`config.mk`:
```
export PLATFORM = sky130hd
export DESIGN_NAME = prbs_jump_seq
export DESIGN_NICKNAME = d
export VERILOG_FILES = /design/src/rtl/prbs_seq_pkg.sv /design/src/rtl/prbs_seed_timer.sv /design/src/rtl/prbs_lfsr.sv /design/src/rtl/prbs_ctrl.sv /design/src/rtl/prbs_jump_seq.sv
export SDC_FILE = /design/constraint.sdc
export NUM_CORES = 1
export LEC_CHECK = 0
export BUFFER_PORTS_ARGS = -buffer_cell sky130_fd_sc_hd__buf_2
export CORE_ASPECT_RATIO = 0.6
export CORE_MARGIN = 10
export CORE_UTILIZATION = 30
export DETAILED_ROUTE_END_ITERATION = 8
export GPL_TIMING_DRIVEN = 1
export PLACE_DENSITY_LB_ADDON = 0.08
export SLEW_MARGIN = 25
export SYNTH_ARGS = -nofsm -noshare
export SYNTH_HDL_FRONTEND = slang
export SYNTH_HIERARCHICAL = 1
export SYNTH_SLANG_ARGS = --single-unit
```
`constraint.sdc`:
```
create_clock -name clk -period 2.2 [get_ports clk]
set_input_delay 0.11 -clock clk [delete_from_list [all_inputs] [get_ports clk]]
set_output_delay 0.11 -clock clk [all_outputs]
set_load 0.1 [all_outputs]
```
`src/rtl/prbs_seq_pkg.sv`:
```
`timescale 1ns/1ps
package prbs_seq_pkg;
    typedef enum logic [1:0] {
        ST_AWAIT_KEY = 2'd0,
        ST_READY     = 2'd1,
        ST_STEPPING  = 2'd2
    } seq_state_e;
endpackage

```
`src/rtl/prbs_seed_timer.sv`:
```
`timescale 1ns/1ps
module prbs_seed_timer #(
    parameter int CNT_W = 16
) (
    input  logic             clk,
    input  logic             rst_n,
    input  logic             run_i,
    output logic [CNT_W-1:0] count_o
);
    localparam logic [CNT_W-1:0] CNT_MAX = '1;

    logic [CNT_W-1:0] count_q;

    always_ff @(posedge clk or negedge rst_n) begin
        if (!rst_n) begin
            count_q <= '0;
        end else if (run_i && count_q != CNT_MAX) begin
            count_q <= count_q + 1'b1;
        end
    end

    assign count_o = count_q;

    // the seed count freezes once the timer is no longer running

    count_frozen_chk: assert property (@(posedge clk) disable iff (!rst_n)
        !run_i |=> $stable(count_q));
endmodule

```
`src/rtl/prbs_lfsr.sv`:
```
`timescale 1ns/1ps
module prbs_lfsr #(
    parameter int              W        = 16,
    parameter logic [W-1:0]    TAP_MASK = 16'hD008,
    parameter logic [W-1:0]    FALLBACK = 16'hACE1
) (
    input  logic         clk,
    input  logic         rst_n,
    input  logic         load_i,
    input  logic [W-1:0] seed_i,
    input  logic         step_i,
    output logic [W-1:0] state_o
);
    logic [W-1:0] state_q;
    logic [W-1:0] tapped;
    logic         fb;

    genvar gi;
    generate
        for (gi = 0; gi < W; gi++) begin : g_tap
            if (TAP_MASK[gi]) begin : g_on
                assign tapped[gi] = state_q[gi];
            end else begin : g_off
                assign tapped[gi] = 1'b0;
            end
        end
    endgenerate

    assign fb = ^tapped;

    always_ff @(posedge clk or negedge rst_n) begin
        if (!rst_n) begin
            state_q <= FALLBACK;
        end else if (load_i) begin
            state_q <= (seed_i == '0) ? FALLBACK : seed_i;
        end else if (step_i) begin
            state_q <= {state_q[W-2:0], fb};
        end
    end

    assign state_o = state_q;


    never_zero_chk: assert property (@(posedge clk) disable iff (!rst_n)
        state_q != '0);


    zero_seed_chk: assert property (@(posedge clk) disable iff (!rst_n)
        (load_i && seed_i == '0) |=> state_q == FALLBACK);
endmodule

```
`src/rtl/prbs_ctrl.sv`:
```
`timescale 1ns/1ps
module prbs_ctrl
    import prbs_seq_pkg::*;
#(
    parameter int JUMP_W = 8
) (
    input  logic              clk,
    input  logic              rst_n,
    input  logic              key_i,
    input  logic              next_i,
    input  logic [JUMP_W-1:0] jump_i,
    output logic              count_en_o,
    output logic              load_o,
    output logic              step_o,
    output logic              valid_o
);
    localparam logic [JUMP_W-1:0] ONE = JUMP_W'(1);

    seq_state_e        state_q, state_d;
    logic [JUMP_W-1:0] rem_q, rem_d;
    logic              valid_q, valid_d;

    always_comb begin
        state_d = state_q;
        rem_d   = rem_q;
        valid_d = 1'b0;
        unique case (state_q)
            ST_AWAIT_KEY: begin
                if (key_i) begin
                    state_d = ST_READY;
                    valid_d = 1'b1;
                end
            end
            ST_READY: begin
                if (next_i) begin
                    state_d = ST_STEPPING;
                    rem_d   = (jump_i == '0) ? ONE : jump_i;
                end
            end
            ST_STEPPING: begin
                rem_d = rem_q - 1'b1;
                if (rem_q == ONE) begin
                    state_d = ST_READY;
                    valid_d = 1'b1;
                end
            end
            default: state_d = ST_AWAIT_KEY;
        endcase
    end

    always_ff @(posedge clk or negedge rst_n) begin
        if (!rst_n) begin
            state_q <= ST_AWAIT_KEY;
            rem_q   <= '0;
            valid_q <= 1'b0;
        end else begin
            state_q <= state_d;
            rem_q   <= rem_d;
            valid_q <= valid_d;
        end
    end

    always_comb begin
        count_en_o = (state_q == ST_AWAIT_KEY);
        load_o     = (state_q == ST_AWAIT_KEY) && key_i;
        step_o     = (state_q == ST_STEPPING);
        valid_o    = valid_q;
    end


    busy_quiet_chk: assert property (@(posedge clk) disable iff (!rst_n)
        state_q == ST_STEPPING |-> !valid_q);


    unseeded_quiet_chk: assert property (@(posedge clk) disable iff (!rst_n)
        state_q == ST_AWAIT_KEY |-> !valid_q);


    single_pulse_chk: assert property (@(posedge clk) disable iff (!rst_n)
        valid_q |=> !valid_q);


    countdown_chk: assert property (@(posedge clk) disable iff (!rst_n)
        (state_q == ST_STEPPING && rem_q > ONE) |=>
        (state_q == ST_STEPPING && rem_q == $past(rem_q - 1'b1)));


    seeded_once_chk: assert property (@(posedge clk) disable iff (!rst_n)
        state_q != ST_AWAIT_KEY |=> state_q != ST_AWAIT_KEY);
endmodule

```
`src/rtl/prbs_jump_seq.sv`:
```
`timescale 1ns/1ps
module prbs_jump_seq #(
    parameter int                 LFSR_W   = 16,
    parameter int                 IDX_W    = 8,
    parameter int                 JUMP_W   = 8,
    parameter logic [LFSR_W-1:0]  TAP_MASK = 16'hD008,
    parameter logic [LFSR_W-1:0]  FALLBACK = 16'hACE1
) (
    input  logic              clk,
    input  logic              rst_n,
    input  logic              key_i,
    input  logic              next_i,
    input  logic [JUMP_W-1:0] jump_i,
    output logic [IDX_W-1:0]  idx_o,
    output logic              valid_o
);
    localparam int CNT_W = LFSR_W;

    logic              count_en;
    logic              load;
    logic              step;
    logic [CNT_W-1:0]  seed_count;
    logic [LFSR_W-1:0] lfsr_state;

    prbs_ctrl #(.JUMP_W(JUMP_W)) u_ctrl (
        .clk        (clk),
        .rst_n      (rst_n),
        .key_i      (key_i),
        .next_i     (next_i),
        .jump_i     (jump_i),
        .count_en_o (count_en),
        .load_o     (load),
        .step_o     (step),
        .valid_o    (valid_o)
    );

    prbs_seed_timer #(.CNT_W(CNT_W)) u_timer (
        .clk     (clk),
        .rst_n   (rst_n),
        .run_i   (count_en),
        .count_o (seed_count)
    );

    prbs_lfsr #(.W(LFSR_W), .TAP_MASK(TAP_MASK), .FALLBACK(FALLBACK)) u_lfsr (
        .clk     (clk),
        .rst_n   (rst_n),
        .load_i  (load),
        .seed_i  (seed_count),
        .step_i  (step),
        .state_o (lfsr_state)
    );

    assign idx_o = lfsr_state[IDX_W-1:0];


    idx_hold_chk: assert property (@(posedge clk) disable iff (!rst_n)
        (!load && !step) |=> $stable(idx_o));
endmodule

```
==> results.py, run 1 <==
metrics = {
    "timing": {
        "period_needed_ns": 1.80,
        "rsz0062_at_grt": "false",
        "slew_violations": 0,
        "fmax_ghz": 0.556,
        "hold_violations": 0,
        "setup_ws_ns": 0.402,
        "setup_viol": 0,
        "min_period_over_period": 0.817,
        "worst_clock_skew_ns": 0.00743,
        "timing_worst_slew_pin_value_ns": 0.589,
        "slew_headroom": 0.605,
        "timing.setup.tns_ns": 0,
    },
    "finish": {
        "drive_above_1_share": 0.301,
        "synthToLayoutAreaGrowth_pct": 16.6,
        "nets": 270,
        "final-instance-count-excl-fill": 364,
        "n_fill_cell": 817,
        "antenna_cells": 0,
    },
    "critical_path": {
        "crit_fanout": 17,
        "slowest_delay_ns": 0.51,
        "r2r_end": "u_ctrl/rem_q[4]$_DFFE_PN0P_",
        "crit_type": "reg -> reg",
        "cpLargestDelayFamily": "buffers and inverters",
        "r2r_cells": 5,
        "slowest_stage": "dfrtp_1",
        "end_kind": "flip-flop",
        "path_cells": "nand2b_1 -> inv_2 -> buf_4 -> mux2i_1 -> o221a_2",
        "rr_startpoint": "u_ctrl/state_q[0]$_DFFE_PN0P_",
        "cp.required_ns": 2.44,
        "crit_buf_inv": 2,
        "reg2reg_slack_ns": 0.40,
        "crit_arrival_ns": 2.04,
        "start_kind": "flip-flop",
    },
    "synthesis": {
        "synth.most_common_cell": "dfrtp_1",
        "synth_top_area_frac": 0.358,
        "netlist_instances": 225,
        "synth_largest_area_cell": "dfrtp_1",
        "synth.top_cells.by_area": "dfrtp_1 (36%), dfstp_2 (8.6%), mux2i_1 (4.9%), o22a_2 (2.9%), mux2_2 (2.8%)",
        "async_reset_ff_frac": 1.00,
        "syn_avg_cell_area_um2": 10.9,
        "synth-main-ff-cell": "dfrtp_1",
        "synth_common_cells": "dfrtp_1 (35), nand2_1 (14), mux2i_1 (12), nor2_1 (12), o21ai_0 (12)",
        "yosys_warnings": 6,
        "ys_ff_latch": 43,
        "yosysUniqueCellTypes": 59,
        "ys_seq_area_frac": 0.444,
        "syn_area_um2": 2440,
        "synth_edf_count": 0,
        "synth_nets": 240,
    },
    "floorplan": {
        "io_pins": 21,
        "die_h_um": 89.9,
        "dieArea_um2": 12300,
        "start_util": 0.309,
        "core_um2": 7910,
        "dieWidth_um": 137,
        "rows": 25,
    },
    "pwr": {
        "power_density_nw_per_um2": 1460,
        "power_w": 0.00416,
        "p_int_w": 0.00225,
        "p_seq_frac": 0.372,
        "power_switching_w": 0.00191,
        "vdd_drop_max_mv": 0.581,
        "clkPwrFrac": 0.178,
        "pwr-share-comb": 0.450,
        "leakage_nw": 1.18,
        "switching_share": 0.459,
    },
    "routing": {
        "dr.pass1.iters": 4,
        "drt_wl_total_um": 6530,
        "wl_per_cell_um": 17.9,
        "drc": 0,
        "vias_per_cell": 5.24,
        "vias": 1907,
        "drt_iter0_drc": 151,
        "drtAntennaViolNets": 0,
    },
    "clock_tree": {
        "cts_tree": "done",
        "cts.clk_slew.worst_paths_ns": 0.07,
        "clockRootBuffer": "clkbuf_16",
        "post_cts_buffers": 0,
        "clock-sinks": 43,
        "clockBufferDepth": 2,
        "cts_made_buffers": 5,
        "clk_latency_ns": 0.30,
        "htreeDepth": 2,
    },
    "global_route": {
        "grt_pass1_wl_um": 10900,
        "antenna_found_initial": 0,
        "grt_usage": 0.112,
        "grt_max_degree": 44,
        "grt_pass1_vias": 1852,
        "overflow": 0,
    },
    "run": {
        "cap_violations": 0,
    },
    "placement": {
        "portBuffers": 20,
        "place_ws_ns": 0.404,
        "place_congestion": 0.819,
        "hpwlAfterDp_um": 4770,
        "dpl.cell_count": 355,
    },
    "min_path": {
        "min_to": "u_ctrl/rem_q[7]$_DFFE_PN0P_",
        "min_path_cells": 3,
        "min_from": "jump_i[7]",
        "hold_path.class": "in -> reg",
    },
    "run_status": {
        "status": "complete, no violations",
    },
}
-- power groups by stage --
stage	logic, W	clock network [W]	registers [W]
finish	0.00187	0.000738	0.00155
global route	0.00204	0.000791	0.00162
CTS	0.00188	0.000771	0.00155
floorplan	0.00107	0	0.00194
global placement	0.00189	0	0.00156
detailed placement	0.00188	0	0.00156
-- cell families after synthesis --
kind of cell	share of synthesized area
buffers and inverters	0.0317
AO/OA/AOI/OAI	0.147
XOR/XNOR	0.0358
flip-flops	0.444
AND/OR/NAND/NOR	0.238
multiplexers	0.0876
adder cells (fa/ha/maj)	0.0154
-- worst max path at each step --
stage / endpoint / from / cells past startpoint / slack [ns]
finish: u_ctrl/rem_q[4]$_DFFE_PN0P_ / u_ctrl/state_q[0]$_DFFE_PN0P_ / 5 / 0.40
global route: u_timer/count_o[14]$_DFFE_PN0P_ / u_ctrl/state_q[1]$_DFFE_PN0P_ / 6 / 0.27
CTS: u_ctrl/rem_q[4]$_DFFE_PN0P_ / u_ctrl/state_q[0]$_DFFE_PN0P_ / 5 / 0.40
detailed placement: u_ctrl/rem_q[4]$_DFFE_PN0P_ / u_ctrl/state_q[0]$_DFFE_PN0P_ / 5 / 0.40
global placement: u_ctrl/rem_q[4]$_DFFE_PN0P_ / u_ctrl/state_q[0]$_DFFE_PN0P_ / 5 / 0.41
floorplan: u_lfsr/state_o[2]$_DFFE_PN0P_ / u_ctrl/state_q[1]$_DFFE_PN0P_ / 6 / 0.50
-- what timing repair did --
action	in CTS	in global routing
hold endpoints to repair	35	0
hold buffers	1	0
endpoints found under the setup margin	0	0
gates resized for setup	0	0
-- registers in the layout (all words and copies together), names as in the netlist --
signal,cells
u_timer/count_o,16
u_lfsr/state_o,16
u_ctrl/rem_q,8
u_ctrl/valid_o,1
u_ctrl/state_q,2
-- worst min-delay path, cell delays in order --
cell and delay, ns:
buf_2 0.10, nand2_1 0.06, o211ai_1 0.08
-- placed cells by master, fill, tap and decap left out, types with 4 or more instances in the layout --
| master | instances |
|---|---|
| nand3_1 | 8 |
| o22a_2 | 7 |
| o21a_1 | 6 |
| nand3b_1 | 4 |
| nor2_1 | 12 |
| dfstp_2 | 8 |
| buf_2 | 20 |
| o21ai_0 | 12 |
| a31oi_1 | 5 |
| clkbuf_16 | 5 |
| nor3_1 | 5 |
| mux2i_1 | 12 |
| xnor2_1 | 7 |
| mux2_2 | 6 |
| dfrtp_1 | 35 |
| nand4_1 | 10 |
| buf_4 | 11 |
| nor4_1 | 6 |
| nand2_1 | 14 |
| a21oi_1 | 6 |
-- area by class of cell --
type	instances	area (um2)	share of cell area
clock buffer	5	125	0.0439
clock inverter	3	15.0	0.00527
inverter	4	15.0	0.00527
multi-input combinational	169	1280	0.449
sequential	43	1090	0.381
tap	108	135	0.0474
timing repair buffer	32	193	0.0676
-- stage by stage --
stage | cell area (um2) | hold slack (ns) | util
6_report | 2850 | 0.103 | 0.360
5_1_grt | 2850 | 0.120 | 0.360
4_1_cts | 2850 | 0.0937 | 0.360
3_5_place_dp | 2700 | 0.245 | 0.341
3_3_place_gp | 2700 | 0.244 | 0.341
2_1_floorplan | 2440 | -0.186 | -
-- metal layers --
layer  wire, um  global-route usage
met4         87              0.0345
met3        463              0.0333
met5          0                   0
met1       3770               0.191
met2       2200               0.117
(Power assumes the default switching activity.)
==> inputs of run 2 (changes only) <==
==> constraint.sdc (replaced) <==
create_clock -name clk -period 1.9 [get_ports clk]
set_input_delay 0.095 -clock clk [delete_from_list [all_inputs] [get_ports clk]]
set_output_delay 0.095 -clock clk [all_outputs]
set_load 0.1 [all_outputs]
==> run 2 against run 1 <==
Global-route usage down 0.28 points. Clock skew shrank 0.0041 ns. Core utilization up 1.7 points. Non-clock buffer count up 12. Via count grew 0.79%. Sequential power increased by 11%. Critical path depth stayed put. Combinational power rose by 25%. Largest cell class unchanged.
==> results.py, run 2 (same netlist as run 1, synthesis figures left out) <==
metrics = {
    "pwr": {
        "p_int_w": 0.00277,
        "switching_share": 0.441,
        "p_seq_frac": 0.347,
        "pwr-share-comb": 0.471,
        "power_density_nw_per_um2": 1660,
        "leakage_nw": 1.25,
        "power_w": 0.00495,
        "clkPwrFrac": 0.182,
        "power_switching_w": 0.00218,
        "vdd_drop_max_mv": 0.564,
    },
    "clock_tree": {
        "clock-sinks": 43,
        "htreeDepth": 2,
        "clockRootBuffer": "clkbuf_16",
        "cts_tree": "done",
        "post_cts_buffers": 0,
        "cts_made_buffers": 5,
        "cts.clk_slew.worst_paths_ns": 0.06,
        "clk_latency_ns": 0.28,
        "clockBufferDepth": 2,
    },
    "finish": {
        "antenna_cells": 0,
        "nets": 282,
        "n_fill_cell": 807,
        "seq_area_um2": 1090,
        "final_common_cell": "dfrtp_1",
        "drive_above_1_share": 0.332,
        "multiInputGateArea_um2": 1290,
        "layout_common_cells": "dfrtp_1 (35), buf_4 (21), buf_2 (20)",
        "synthToLayoutAreaGrowth_pct": 22.2,
    },
    "critical_path": {
        "reg2reg_slack_ns": 0.18,
        "start_kind": "flip-flop",
        "crit_path_end": "u_ctrl/rem_q[6]$_DFFE_PN0P_",
        "path_cells": "inv_1 -> ha_1 -> or3b_2 -> nor4_2 -> nor3_1",
        "crit_type": "reg -> reg",
        "slowest_stage": "or3b_2",
        "crit_arrival_ns": 1.89,
        "slowest_delay_ns": 0.50,
        "r2r_end": "u_ctrl/rem_q[6]$_DFFE_PN0P_",
        "r2r_cells": 5,
        "end_kind": "flip-flop",
        "cp.required_ns": 2.07,
        "crit_start": "u_ctrl/rem_q[0]$_DFFE_PN0P_",
        "crit_fanout": 6,
        "rr_startpoint": "u_ctrl/rem_q[0]$_DFFE_PN0P_",
    },
    "run_status": {
        "status": "complete, no violations",
    },
    "global_route": {
        "antenna_found_initial": 0,
        "grt_max_degree": 24,
        "grt_usage": 0.109,
        "grt_pass1_wl_um": 10700,
        "grt_pass1_vias": 1880,
        "overflow": 0,
    },
    "routing": {
        "wl_per_cell_um": 17.1,
        "drc": 0,
        "dr.pass1.iters": 4,
        "drtAntennaViolNets": 0,
        "drt_iter0_drc": 143,
        "vias_per_cell": 5.11,
        "drt_wl_total_um": 6430,
        "vias": 1922,
    },
    "timing": {
        "hold_violations": 0,
        "slew_headroom": 0.652,
        "min_period_over_period": 0.905,
        "worst_clock_skew_ns": 0.00333,
        "timing_worst_slew_pin_value_ns": 0.521,
        "setup_viol": 0,
        "fmax_ghz": 0.581,
        "slew_violations": 0,
        "rsz0062_at_grt": "false",
        "period_needed_ns": 1.72,
        "timing.setup.tns_ns": 0,
    },
    "placement": {
        "place_congestion": 0.782,
        "portBuffers": 20,
        "hpwlAfterDp_um": 4890,
    },
    "floorplan": {
        "dieArea_um2": 12300,
        "start_util": 0.309,
        "dieWidth_um": 137,
        "die_h_um": 89.9,
        "core_um2": 7910,
        "rows": 25,
        "io_pins": 21,
    },
    "min_path": {
        "hold_path.class": "in -> reg",
    },
    "run": {
        "cap_violations": 0,
    },
}
==> run 2: critical path, delay by kind of cell, from the launching register on <==
family        cells  cell delay [ns]
buf+inv           1             0.08
flops             1             0.44
simple gates      3             0.81
fa+ha+maj         1             0.27
==> run 2: per-layer routing <==
metal | up-vias | wire [um] | track usage
met4 | 0 | 44 | 0.0239
met5 | - | 0 | 0
met3 | 4 | 320 | 0.0311
met1 | 935 | 3820 | 0.184
li1 | 946 | - | -
met2 | 37 | 2250 | 0.122
==> run 2: layout make-up <==
class / instances / area share
Clock buffer: 8 / 0.0524
Inverter: 4 / 0.00503
Multi-Input combinational cell: 169 / 0.431
Sequential cell: 43 / 0.364
Tap cell: 108 / 0.0452
Timing Repair Buffer: 44 / 0.103
==> run 2: what timing repair did <==
| item | in CTS | in global routing |
|---|---|---|
| hold endpoints to repair | 20 | 0 |
| setup endpoints to repair | 0 | 1 |
| hold buffers | 1 | 0 |
| gates resized for setup | 0 | 1 |
==> run 2: power by group through the flow <==
stage	Combinational, W	Sequential (W)	Clock (W)
floorplan	0.00124	0.00225	0
global placement	0.00234	0.00173	0
detailed placement	0.00234	0.00172	0
CTS	0.00234	0.00171	0.000935
global route	0.00253	0.00178	0.000971
finish	0.00233	0.00172	0.000900
==> run 2: worst min path at each step <==
| stage | startpoint | end | slack, ns | cells past startpoint |
|---|---|---|---|---|
| 2_1_floorplan | rst_n | u_ctrl/rem_q[0]$_DFFE_PN0P_ | -0.20 | 0 |
| 3_3_place_gp | rst_n | u_ctrl/valid_o$_DFF_PN0_ | 0.10 | 1 |
| 3_5_place_dp | rst_n | u_ctrl/valid_o$_DFF_PN0_ | 0.10 | 1 |
| 4_1_cts | jump_i[7] | u_ctrl/rem_q[7]$_DFFE_PN0P_ | 0.09 | 3 |
| 5_1_grt | jump_i[4] | u_ctrl/rem_q[4]$_DFFE_PN0P_ | 0.11 | 2 |
| 6_report | jump_i[7] | u_ctrl/rem_q[7]$_DFFE_PN0P_ | 0.1 | 3 |
==> run 2: per-stage QoR <==
step | hold slack (ns) | setup slack (ns) | cells | utilization | area (um2)
finish | 0.0979 | 0.180 | 376 | 0.377 | 2990
global route | 0.110 | 0.0425 | 376 | 0.377 | 2990
CTS | 0.0888 | 0.163 | 376 | 0.377 | 2980
detailed placement | 0.105 | 0.187 | 367 | 0.356 | 2810
global placement | 0.102 | 0.146 | 367 | 0.356 | 2810
floorplan | -0.201 | 0.197 | 225 | - | 2440
==> inputs of run 3 (changes only) <==
--- a/config.mk
+++ b/config.mk
@@ -6,9 +6,9 @@
 export NUM_CORES = 1
 export LEC_CHECK = 0
 export BUFFER_PORTS_ARGS = -buffer_cell sky130_fd_sc_hd__buf_2
-export CORE_ASPECT_RATIO = 0.6
+export CORE_ASPECT_RATIO = 1.5
 export CORE_MARGIN = 10
-export CORE_UTILIZATION = 30
+export CORE_UTILIZATION = 59
 export DETAILED_ROUTE_END_ITERATION = 8
 export GPL_TIMING_DRIVEN = 1
 export PLACE_DENSITY_LB_ADDON = 0.08
==> run 3 against run 2 <==
Clock-buffer cell count shrank 2. Clock skew rose by 0.0088 ns. Cell count down 19%. Clock power shrank 21%. Worst hold slack got worse by 0.062 ns. Sequential share of layout area grew 2.9 points. Critical path depth is the same. Combinational power down 3%. Register-to-register slack got worse by 0.05 ns. Largest power group unchanged. Non-clock buffer count fell by 10. Worst setup slack worse by 0.046 ns.
==> results.py, run 3 (same netlist as run 1, synthesis figures left out) <==
metrics = {
    "global_route": {
        "antenna_found_initial": 0,
        "grt_max_degree": 44,
        "grt_usage": 0.172,
        "grt_pass1_vias": 2038,
        "overflow": 0,
        "grt_pass1_wl_um": 9940,
    },
    "pwr": {
        "switching_share": 0.459,
        "vdd_drop_max_mv": 1.71,
        "leakage_nw": 1.17,
        "power_switching_w": 0.00216,
        "clkPwrFrac": 0.152,
        "pwr-share-comb": 0.482,
        "power_density_nw_per_um2": 1700,
        "p_seq_frac": 0.366,
        "p_int_w": 0.00255,
    },
    "floorplan": {
        "core_um2": 3960,
        "start_util": 0.617,
        "dieWidth_um": 72.5,
        "rows": 28,
        "io_pins": 21,
        "die_h_um": 98.8,
        "dieArea_um2": 7170,
    },
    "critical_path": {
        "cp_num_cells": 5,
        "crit_type": "reg -> reg",
        "cp.required_ns": 2.07,
        "crit_buf_inv": 1,
        "r2r_end": "u_ctrl/rem_q[6]$_DFFE_PN0P_",
        "slowest_delay_ns": 0.50,
        "slowest_stage": "or3b_2",
        "reg2reg_slack_ns": 0.13,
        "cpLargestDelayFamily": "simple AND/OR/NAND/NOR gates",
        "r2r_cells": 5,
        "crit_fanout": 6,
        "path_cells": "inv_1 -> ha_1 -> or3b_2 -> nor4_1 -> nor3_1",
        "start_kind": "flip-flop",
        "rr_startpoint": "u_ctrl/rem_q[0]$_DFFE_PN0P_",
        "end_kind": "flip-flop",
        "crit_path_end": "u_ctrl/rem_q[6]$_DFFE_PN0P_",
        "crit_arrival_ns": 1.94,
        "crit_start": "u_ctrl/rem_q[0]$_DFFE_PN0P_",
    },
    "run_status": {
        "status": "complete, no violations",
    },
    "timing": {
        "timing_worst_slew_pin_value_ns": 0.624,
        "setup_ws_ns": 0.134,
        "hold_violations": 0,
        "rsz0062_at_grt": "false",
        "timing.setup.tns_ns": 0,
        "slew_violations": 0,
        "period_needed_ns": 1.77,
        "slew_headroom": 0.581,
        "min_period_over_period": 0.929,
        "setup_viol": 0,
        "fmax_ghz": 0.566,
        "whs_ns": 0.0356,
        "worst_clock_skew_ns": 0.0121,
    },
    "routing": {
        "drt_wl_total_um": 6090,
        "drt_iter0_drc": 123,
        "drtAntennaViolNets": 0,
        "vias": 2010,
        "drc": 0,
        "dr.pass1.iters": 5,
        "wl_per_cell_um": 20.1,
        "vias_per_cell": 6.63,
    },
    "finish": {
        "drive_above_1_share": 0.302,
        "seq_area_um2": 1090,
        "final_common_cell": "dfrtp_1",
        "antenna_cells": 0,
        "n_fill_cell": 313,
        "nets": 272,
        "layout_common_cells": "dfrtp_1 (35), buf_2 (20), nand2_1 (14)",
        "synthToLayoutAreaGrowth_pct": 13.3,
        "final_cell_area_um2": 2770,
        "multiInputGateArea_um2": 1280,
    },
    "run": {
        "cap_violations": 0,
    },
    "min_path": {
        "min_from": "jump_i[7]",
        "hold_path.class": "in -> reg",
    },
    "clock_tree": {
        "clk_latency_ns": 0.30,
        "clock-sinks": 43,
        "post_cts_buffers": 0,
        "cts_resized": 0,
        "htreeDepth": 2,
        "cts.clk_slew.worst_paths_ns": 0.09,
        "clockRootBuffer": "clkbuf_8",
        "hold_buffers": 1,
        "clockBufferDepth": 2,
        "cts_made_buffers": 5,
        "cts_tree": "done",
    },
    "placement": {
        "hpwlAfterDp_um": 4420,
        "place_congestion": 0.955,
        "dpl_cell_area_um2": 2650,
        "place_ws_ns": 0.169,
        "portBuffers": 20,
    },
}
[run 3: power groups by stage]
stage	logic (W)	clock network, W	registers [W]
2_1_floorplan	0.00124	0	0.00225
3_3_place_gp	0.00218	0	0.00171
3_5_place_dp	0.00226	0	0.00174
4_1_cts	0.00227	0.000732	0.00172
5_1_grt	0.00243	0.000759	0.00179
6_report	0.00227	0.000713	0.00172
[run 3: through the flow]
step	utilization	power, W	std cells
floorplan	-	0.00349	225
global placement	0.669	0.00389	294
detailed placement	0.669	0.00399	294
CTS	0.699	0.00472	303
global route	0.699	0.00498	303
finish	0.699	0.00470	303
[run 3: cell type report]
class,count,share of cell area
sequential,43,0.392
clock buffer,6,0.0262
timing repair buffer,34,0.0796
clock inverter,2,0.0136
multi-input combinational,169,0.462
tap,45,0.0203
inverter,4,0.00542
[run 3: worst min path at each step]
| stage | endpoint | slack [ns] | cells past startpoint |
|---|---|---|---|
| 4_1_cts | u_ctrl/rem_q[7]$_DFFE_PN0P_ | 0.03 | 3 |
| 3_5_place_dp | u_ctrl/rem_q[3]$_DFFE_PN0P_ | 0.21 | 2 |
| 6_report | u_ctrl/rem_q[7]$_DFFE_PN0P_ | 0.04 | 3 |
| 5_1_grt | u_ctrl/rem_q[7]$_DFFE_PN0P_ | 0.06 | 3 |
| 3_3_place_gp | u_ctrl/rem_q[3]$_DFFE_PN0P_ | 0.19 | 2 |
| 2_1_floorplan | u_ctrl/rem_q[0]$_DFFE_PN0P_ | -0.20 | 0 |
[run 3: worst min-delay path: stages]
cell,delay [ns]
buf_2,0.09
nand2_1,0.04
o211ai_1,0.08
[run 3: per-layer routing]
metal | track usage | share of wire | vias to the layer above
met5 | 0 | 0 | -
met4 | 0.0792 | 0.027 | 0
met3 | 0.0361 | 0.042 | 17
met2 | 0.315 | 0.56 | 69
met1 | 0.176 | 0.37 | 1003
li1 | - | - | 921
